**config.mk**
```make
export PLATFORM = sky130hd
export DESIGN_NAME = dma_req_arbiter
export DESIGN_NICKNAME = d
export VERILOG_FILES = /design/src/rtl/dma_arb_pkg.sv /design/src/rtl/dma_pin_edge.sv /design/src/rtl/dma_req_latch.sv /design/src/rtl/dma_grant_fsm.sv /design/src/rtl/dma_req_arbiter.sv
export SDC_FILE = /design/constraint.sdc
export NUM_CORES = 1
export LEC_CHECK = 0
export ABC_CLOCK_PERIOD_IN_PS = 1900
export CAP_MARGIN = 20
export CORE_AREA = 10 10 47 49
export CTS_CLUSTER_DIAMETER = 120
export CTS_CLUSTER_SIZE = 12
export DETAILED_ROUTE_END_ITERATION = 8
export DIE_AREA = 0 0 57 59
export DONT_BUFFER_PORTS = 1
export PLACE_DENSITY = 0.51
export SYNTH_ARGS = -nofsm -noshare
export SYNTH_HDL_FRONTEND = slang
export SYNTH_SLANG_ARGS = --single-unit
```
**constraint.sdc**
```tcl
create_clock -name clk -period 1.9 [get_ports clk]
set_input_delay 0.19 -clock clk [delete_from_list [all_inputs] [get_ports clk]]
set_output_delay 0.19 -clock clk [all_outputs]
set_load 0.05 [all_outputs]
```
**src/rtl/dma_arb_pkg.sv**
```systemverilog
package dma_arb_pkg;

    // Bus owner code reserved for the processor; channel i uses i+1.
    localparam int unsigned OWNER_CPU = 0;

    typedef enum logic {
        EDGE_FALL = 1'b0,
        EDGE_RISE = 1'b1
    } edge_kind_e;

endpackage

```
**src/rtl/dma_pin_edge.sv**
```systemverilog
module dma_pin_edge #(
    parameter int STAGES = 2
) (
    input  logic clk,
    input  logic rst_n,
    input  logic pin,
    input  logic rise_sel,
    output logic pulse
);
    import dma_arb_pkg::*;

    typedef struct packed {
        logic [STAGES-1:0] chain;
        logic              last;
    } edge_reg_t;

    edge_reg_t cur_q, nxt_d;
    logic      synced;

    assign synced = cur_q.chain[STAGES-1];

    always_comb begin
        nxt_d       = cur_q;
        nxt_d.chain = {cur_q.chain[STAGES-2:0], pin};
        nxt_d.last  = synced;
    end

    always_ff @(posedge clk or negedge rst_n) begin
        if (!rst_n) cur_q <= '0;
        else        cur_q <= nxt_d;
    end

    always_comb begin
        if (edge_kind_e'(rise_sel) == EDGE_RISE) pulse = synced & ~cur_q.last;
        else                                     pulse = ~synced & cur_q.last;
    end

    // a detected edge is a single-cycle event
    a_r2_pulse_single: assert property (@(posedge clk) disable iff (!rst_n)
        (pulse && $stable(rise_sel)) |=> !pulse);

endmodule

```
**src/rtl/dma_req_latch.sv**
```systemverilog
module dma_req_latch (
    input  logic clk,
    input  logic rst_n,
    input  logic set,
    input  logic clr,
    output logic pend
);
    logic pend_q, pend_d;

    always_comb begin
        pend_d = pend_q;
        if (clr) pend_d = 1'b0;
        if (set) pend_d = 1'b1;
    end

    always_ff @(posedge clk or negedge rst_n) begin
        if (!rst_n) pend_q <= 1'b0;
        else        pend_q <= pend_d;
    end

    assign pend = pend_q;

    // set beats a coincident clear
    a_r3_set_wins: assert property (@(posedge clk) disable iff (!rst_n)
        set |=> pend);
    // a lone clear drops the request
    a_r3_clear_drops: assert property (@(posedge clk) disable iff (!rst_n)
        (clr && !set) |=> !pend);

endmodule

```
**src/rtl/dma_grant_fsm.sv**
```systemverilog
module dma_grant_fsm #(
    parameter int NCH = 2,
    localparam int OW = $clog2(NCH + 1)
) (
    input  logic           clk,
    input  logic           rst_n,
    input  logic [NCH-1:0] elig,
    input  logic           cpu_done,
    input  logic           xfer_done,
    output logic [OW-1:0]  owner,
    output logic [NCH-1:0] start,
    output logic [NCH-1:0] clr
);
    import dma_arb_pkg::*;

    localparam logic [OW-1:0] CPU_CODE = OW'(OWNER_CPU);

    typedef struct packed {
        logic [OW-1:0]  owner;
        logic [NCH-1:0] start;
    } fsm_reg_t;

    fsm_reg_t cur_q, nxt_d;
    logic     found;

    always_comb begin
        nxt_d       = cur_q;
        nxt_d.start = '0;
        clr         = '0;
        found       = 1'b0;
        if (cur_q.owner == CPU_CODE) begin
            if (cpu_done) begin
                for (int i = 0; i < NCH; i++) begin
                    if (!found && elig[i]) begin
                        found          = 1'b1;
                        nxt_d.owner    = OW'(i + 1);
                        nxt_d.start[i] = 1'b1;
                        clr[i]         = 1'b1;
                    end
                end
            end
        end else if (xfer_done) begin
            nxt_d.owner = CPU_CODE;
        end
    end

    always_ff @(posedge clk or negedge rst_n) begin
        if (!rst_n) cur_q <= '{owner: CPU_CODE, start: '0};
        else        cur_q <= nxt_d;
    end

    assign owner = cur_q.owner;
    assign start = cur_q.start;

    // channel 0 wins whenever it is eligible at a decision
    a_r4_low_first: assert property (@(posedge clk) disable iff (!rst_n)
        (owner == CPU_CODE && cpu_done && elig[0]) |=> (owner == OW'(1)));
    // a DMA grant holds until transfer done
    a_r5_hold: assert property (@(posedge clk) disable iff (!rst_n)
        (owner != CPU_CODE && !xfer_done) |=> $stable(owner));
    // transfer done returns the bus to the CPU
    a_r5_release: assert property (@(posedge clk) disable iff (!rst_n)
        (owner != CPU_CODE && xfer_done) |=> (owner == CPU_CODE));
    // no direct channel-to-channel handover
    a_r6_cpu_between: assert property (@(posedge clk) disable iff (!rst_n)
        (owner != CPU_CODE) |=> (owner == CPU_CODE || $stable(owner)));
    // the CPU keeps the bus without a cpu_done
    a_r8_cpu_keeps: assert property (@(posedge clk) disable iff (!rst_n)
        (owner == CPU_CODE && !cpu_done) |=> (owner == CPU_CODE));
    // at most one start strobe, never two cycles running
    a_r9_onehot: assert property (@(posedge clk) disable iff (!rst_n)
        $onehot0(start));
    a_r9_single: assert property (@(posedge clk) disable iff (!rst_n)
        (start != '0) |=> (start == '0));

endmodule

```
**src/rtl/dma_req_arbiter.sv**
```systemverilog
module dma_req_arbiter #(
    parameter int NCH         = 2,
    parameter int SYNC_STAGES = 2,
    localparam int OW         = $clog2(NCH + 1)
) (
    input  logic           clk,
    input  logic           rst_n,
    input  logic [NCH-1:0] irq_pin,
    input  logic [NCH-1:0] edge_rise,
    input  logic [NCH-1:0] ch_en,
    input  logic           cpu_done,
    input  logic           xfer_done,
    output logic [OW-1:0]  bus_owner,
    output logic [NCH-1:0] xfer_start
);
    logic [NCH-1:0] set_pulse;
    logic [NCH-1:0] pend;
    logic [NCH-1:0] clr;
    logic [NCH-1:0] elig;

    for (genvar g = 0; g < NCH; g++) begin : g_chan
        dma_pin_edge #(.STAGES(SYNC_STAGES)) u_edge (
            .clk      (clk),
            .rst_n    (rst_n),
            .pin      (irq_pin[g]),
            .rise_sel (edge_rise[g]),
            .pulse    (set_pulse[g])
        );

        dma_req_latch u_req (
            .clk   (clk),
            .rst_n (rst_n),
            .set   (set_pulse[g]),
            .clr   (clr[g]),
            .pend  (pend[g])
        );

        // a disabled channel's strobe never fires
        a_r7_disabled: assert property (@(posedge clk) disable iff (!rst_n)
            xfer_start[g] |-> $past(ch_en[g]));
    end

    assign elig = pend & ch_en;

    dma_grant_fsm #(.NCH(NCH)) u_fsm (
        .clk       (clk),
        .rst_n     (rst_n),
        .elig      (elig),
        .cpu_done  (cpu_done),
        .xfer_done (xfer_done),
        .owner     (bus_owner),
        .start     (xfer_start),
        .clr       (clr)
    );

endmodule

```
# After elaboration in Yosys (flattened, before gate mapping)

Cells that the tools add are included.

Input port bits: 10
Output and inout bits: 4
Register bits: 12
Word-level logic and storage cells: 44

Reductions and logical operators: 7
Muxes and demuxes: 18
Bitwise gates (word level): 9
Equal/unequal tests: 2

Operators by type and width:

| operator           | count |
|---|---|
| $mux 2             | 6 |
| $mux 1             | 10 |
| $reduce_bool 2->1  | 3 |
| $and 1x1->1        | 4 |
| $mux 4             | 1 |
| $not 1->1          | 4 |
| $mux 3             | 1 |
| $ne 3x3->1 const B | 1 |
| $reduce_and 3->1   | 1 |
| $and 2x2->2        | 1 |
| $logic_not 2->1    | 1 |
| $ne 2x2->1 const B | 1 |
| $logic_and 1x1->1  | 1 |
| $logic_not 1->1    | 1 |

# Depth between registers and ports, before layout

Depth after elaboration: 11
Mapped depth: 3

# Cells and area by module

From an unflattened synthesis, not the netlist that was laid out.

Cells, all modules: 33
Area, all modules: 445.4 um^2

Modules (own cells, without submodules):

| module          | area each (um^2) | cells an instance | instances |
|---|---|---|---|
| dma_pin_edge    | 97.6             | 6                 | 2 |
| dma_grant_fsm   | 165.2            | 13                | 1 |
| dma_req_latch   | 36.3             | 3                 | 2 |
| dma_req_arbiter | 12.5             | 2                 | 1 |

# Least setup slack after synthesis

Ideal clock, no wire load.

Kind: reg-to-reg
Start: register u_fsm.cur_q, in the netlist u_fsm.owner[1]
End: register g_chan[1].u_req.pend_q
Buffers on the path: 0
Period minus slack after synthesis: 1.452 ns
Required time: 1.774 ns
Stages on the path, launching flop included: 4
Library setup time: 0.126 ns
Arrival time: 1.326 ns
Path slack: 0.448 ns
Cell sequence: dfrtp_1 nor3b_2 nand4_1 a221o_1

Word-level cells in the longest chain between the ends: 3

Ends and longest elaborated chain:

| what                        | RTL line            | source |
|---|---|---|
| start, declared             | dma_grant_fsm.sv:23 | `fsm_reg_t cur_q, nxt_d;` |
| start signal, assigned      | dma_grant_fsm.sv:48 | `if (!rst_n) cur_q <= '{owner: CPU_CODE, start: '0};` |
| start signal, assigned      | dma_grant_fsm.sv:49 | `else cur_q <= nxt_d;` |
| $logic_not 2->1             | dma_grant_fsm.sv:31 | `if (cur_q.owner == CPU_CODE) begin` |
| $mux 2                      | dma_grant_fsm.sv:31 |  |
| $reduce_bool 2->1 (no line) | --                  |  |
| end signal, assigned        | dma_req_latch.sv:18 | `else pend_q <= pend_d;` |
| end, declared               | dma_req_latch.sv:8  | `logic pend_q, pend_d;` |

Every way passes these cells.
A chain may end at the register's enable or synchronous reset.

# Final worst setup path

Ends and elaborated chain as after synthesis.

==> results by group <==
Setup path
  – CP endpoint kind: flop
  – CP Launch Type: flop
  – R2R depth: 3
  – Maximum fanout along the worst path: 3
  – WP data arrival: 1.43 ns
  – Setup CP Type: reg2reg
  – Worst path required time: just over 2 ns

STA
  – Final critical-path required period: ~1.3 ns
  – Max-slew violation count: 0
  – Sum Neg Setup Slack: 0 ns
  – Clock skew: 0.000477 ns
  – Hold WS: 0.0374 ns
  – Relative slew margins: between 60 and 70%
  – Highest Clock Rate: 0.778 GHz
  – Final worst path period share: between 60% and 70%
  – Least-Margin Pin Slew: 0.529 ns
  – Hold Vio Cnt, Final: 0
  – RSZ-0062 raised after global routing: false
  – # setup viols final: 0

Route
  – Initial drt markers: 7
  – Post-route ant nets: 0
  – Drt drc: 0
  – DR pass1 iterations: 4
  – Vias: 243
  – Via density: 4.50
  – Routed WL per cell: 13.3 um
  – Final wirelength: between 700 and 800 um

Synthesis
  – Leading area contributor after synthesis: dfrtp_1
  – Mapped Avg Cell Area: 13.3 um^2
  – Most common library cells after synthesis: 12 x dfrtp_1, 4 x nand2_1, 4 x nor2_1
  – Seq/Total Area, Yosys: 75.0%
  – Synth cell types: 10
  – Top post-synthesis cells by area: dfrtp_1 75%, a221o_1 5.0%, nand2_1 3.8%
  – Post-synth EDFFs: 0
  – Yosys warns: 0
  – Synth Instances: 30
  – Prevailing post-synth register cell: dfrtp_1
  – Most common cell in the netlist: dfrtp_1
  – Netlist Area Pre-Place: 400 um^2
  – Area share of the largest cell type after synthesis: between 70% and 80%
  – Mapped Nets: 40
  – Yosys reg bits: 12
  – Async SR Flop Fraction: 100%

Layout
  – Design Area, Final: 488 um^2
  – Area growth syn-to-layout: 21.9%
  – Finished Layout Cells: 54
  – Share of cells above drive strength 1: 18.4%
  – # nets final: 50
  – Inserted Diodes: 0

Clock tree
  – Num CTS Buffers: 3
  – Setup bufs post-CTS: 0
  – Clk_lat worst skew: 0.26 ns
  – Clk slew on worst S/H paths: roughly 0.06 ns
  – TritonCTS clock tree: yes
  – H-tree Lvls: 1
  – Root Driver: clkbuf_4
  – Clock Sink Count: 12
  – Maximum clock path buffer count: 2

Pwr
  – PwrDens: 1140 nW/um^2
  – Sequential Power Share: 57.6%
  – Clock share of power: 25.4%
  – Combinational share of power: 16.9%
  – Pleak: 0.242 nW
  – Net Switching: 0.000162 W
  – Internal power: ~0.00040 W
  – Switch share: between 20% and 30%
  – Maximum VDD drop: 0.321 mV

Global routing
  – Pin count of the biggest net entering global routing: 13
  – Global-route wire length before repair: about 1200 um
  – Total gr overflow: 0
  – Number of global-route vias before repair: roughly 270
  – GRT Overall Usage: 4.81%
  – Antenna violations before repair: 0

Floorplanning
  – I/O Pins: 14
  – DIE AREA: 3360 um^2
  – Core Area: 1400 um^2
  – Rows: 14
  – Initial Util: 28.6%
  – Die H: around 60 um
  – Die X-Extent: 57 um

Placement
  – Routability Congestion: 0.825
  – Post-detail-place hpwl: 602 um
  – Post-DP Area: 435 um^2
  – Placed cells: between 40 and 50
  – Port bufs: 0

Hold path
  – Depth of the worst hold-timing path: 1
  – Worst hold path type: in2reg

Flow run
  – Maxcap violations: 0

Status
  – Status: complete, no violations
[power groups by stage]
stage	logic (W)	registers, W	clock network (W)
4_1_cts	0.0000958	0.000322	0.000152
3_3_place_gp	0.0000836	0.000325	0
6_report	0.0000943	0.000321	0.000142
2_1_floorplan	0.0000324	0.000354	0
5_1_grt	0.000103	0.000327	0.000165
3_5_place_dp	0.0000862	0.000327	0
[area by class of cell]
cell class                      instances  area [um^2]
Fill cell                             147          913
Sequential cell                        12          300
Multi-Input combinational cell         15         88.8
Timing Repair Buffer                    5         45.0
Clock buffer                            3         22.5
Tap cell                               16         20.0
Inverter                                3         11.3
[timing repair]
action / in CTS / in global routing
hold buffers: 3 / 0
hold endpoints to repair: 14 / 0
resized for setup: 0 / 0
[placed cells by master (no fill, tap or decap)]
cell type / n
nand2_1: 4
a21o_1: 1
nor2_1: 4
a221o_1: 2
inv_1: 3
and3_2: 1
buf_4: 2
dfrtp_1: 12
o21ai_0: 1
nand4_1: 1
clkbuf_4: 3
nor3b_2: 1
dlygate4sd3_1: 3
[kinds of logic (layout without fill, tap and decap cells)]
| group | Yosys count | after routing | synth area share, % |
|---|---|---|---|
| flops | 12 | 12 | 75.0 |
| simple gates | 11 | 11 | 14.1 |
| compound gates | 4 | 4 | 8.12 |
| buf+inv | 3 | 11 | 2.81 |
[registers in the layout, summed over array words and instances (netlist names)]
register and flops:
u_fsm.owner 2, g_chan.u_edge.cur_q 6, u_fsm.start 2, g_chan.u_req.pend 2
[worst max-delay path: stages, from the launching register on]
cell and delay (ns):
dfrtp_1 0.39, nor3b_2 0.25, nand4_1 0.16, a221o_1 0.37
[path summary, 6_finish.rpt]
kind                                      startpoint                        end  slack (ns)
max                                   u_fsm.owner[1]       g_chan[1].u_req.pend        0.61
min                                        xfer_done             u_fsm.owner[1]        0.04
max reg2reg                           u_fsm.owner[1]       g_chan[1].u_req.pend        0.61
min reg2reg                g_chan[0].u_edge.cur_q[1]  g_chan[0].u_edge.cur_q[2]        0.35
max in group asynchronous                      rst_n             u_fsm.owner[0]        1.20
min in group asynchronous                      rst_n  g_chan[1].u_edge.cur_q[1]        0.35
[stage by stage]
stage / power [W] / util (%) / setup slack [ns]
6_report: 0.000557 / 34.8 / 0.615
5_1_grt: 0.000595 / 34.8 / 0.492
4_1_cts: 0.000569 / 34.8 / 0.608
3_5_place_dp: 0.000413 / 31.1 / 0.616
3_3_place_gp: 0.000409 / 31.1 / 0.679
2_1_floorplan: 0.000387 / - / 0.448
[per-layer routing]
metal  part of all wire, %  up-vias  routed length (um)  GRT usage (%)
li1                      -      117                   -              -
met1                    45      115                 326           5.15
met2                    43       11                 312           6.20
met3                    11        0                  79           2.79
met4                     0        0                   0           5.03
met5                     0        -                   0              0
Note: power is estimated with default switching activity, not from simulation.
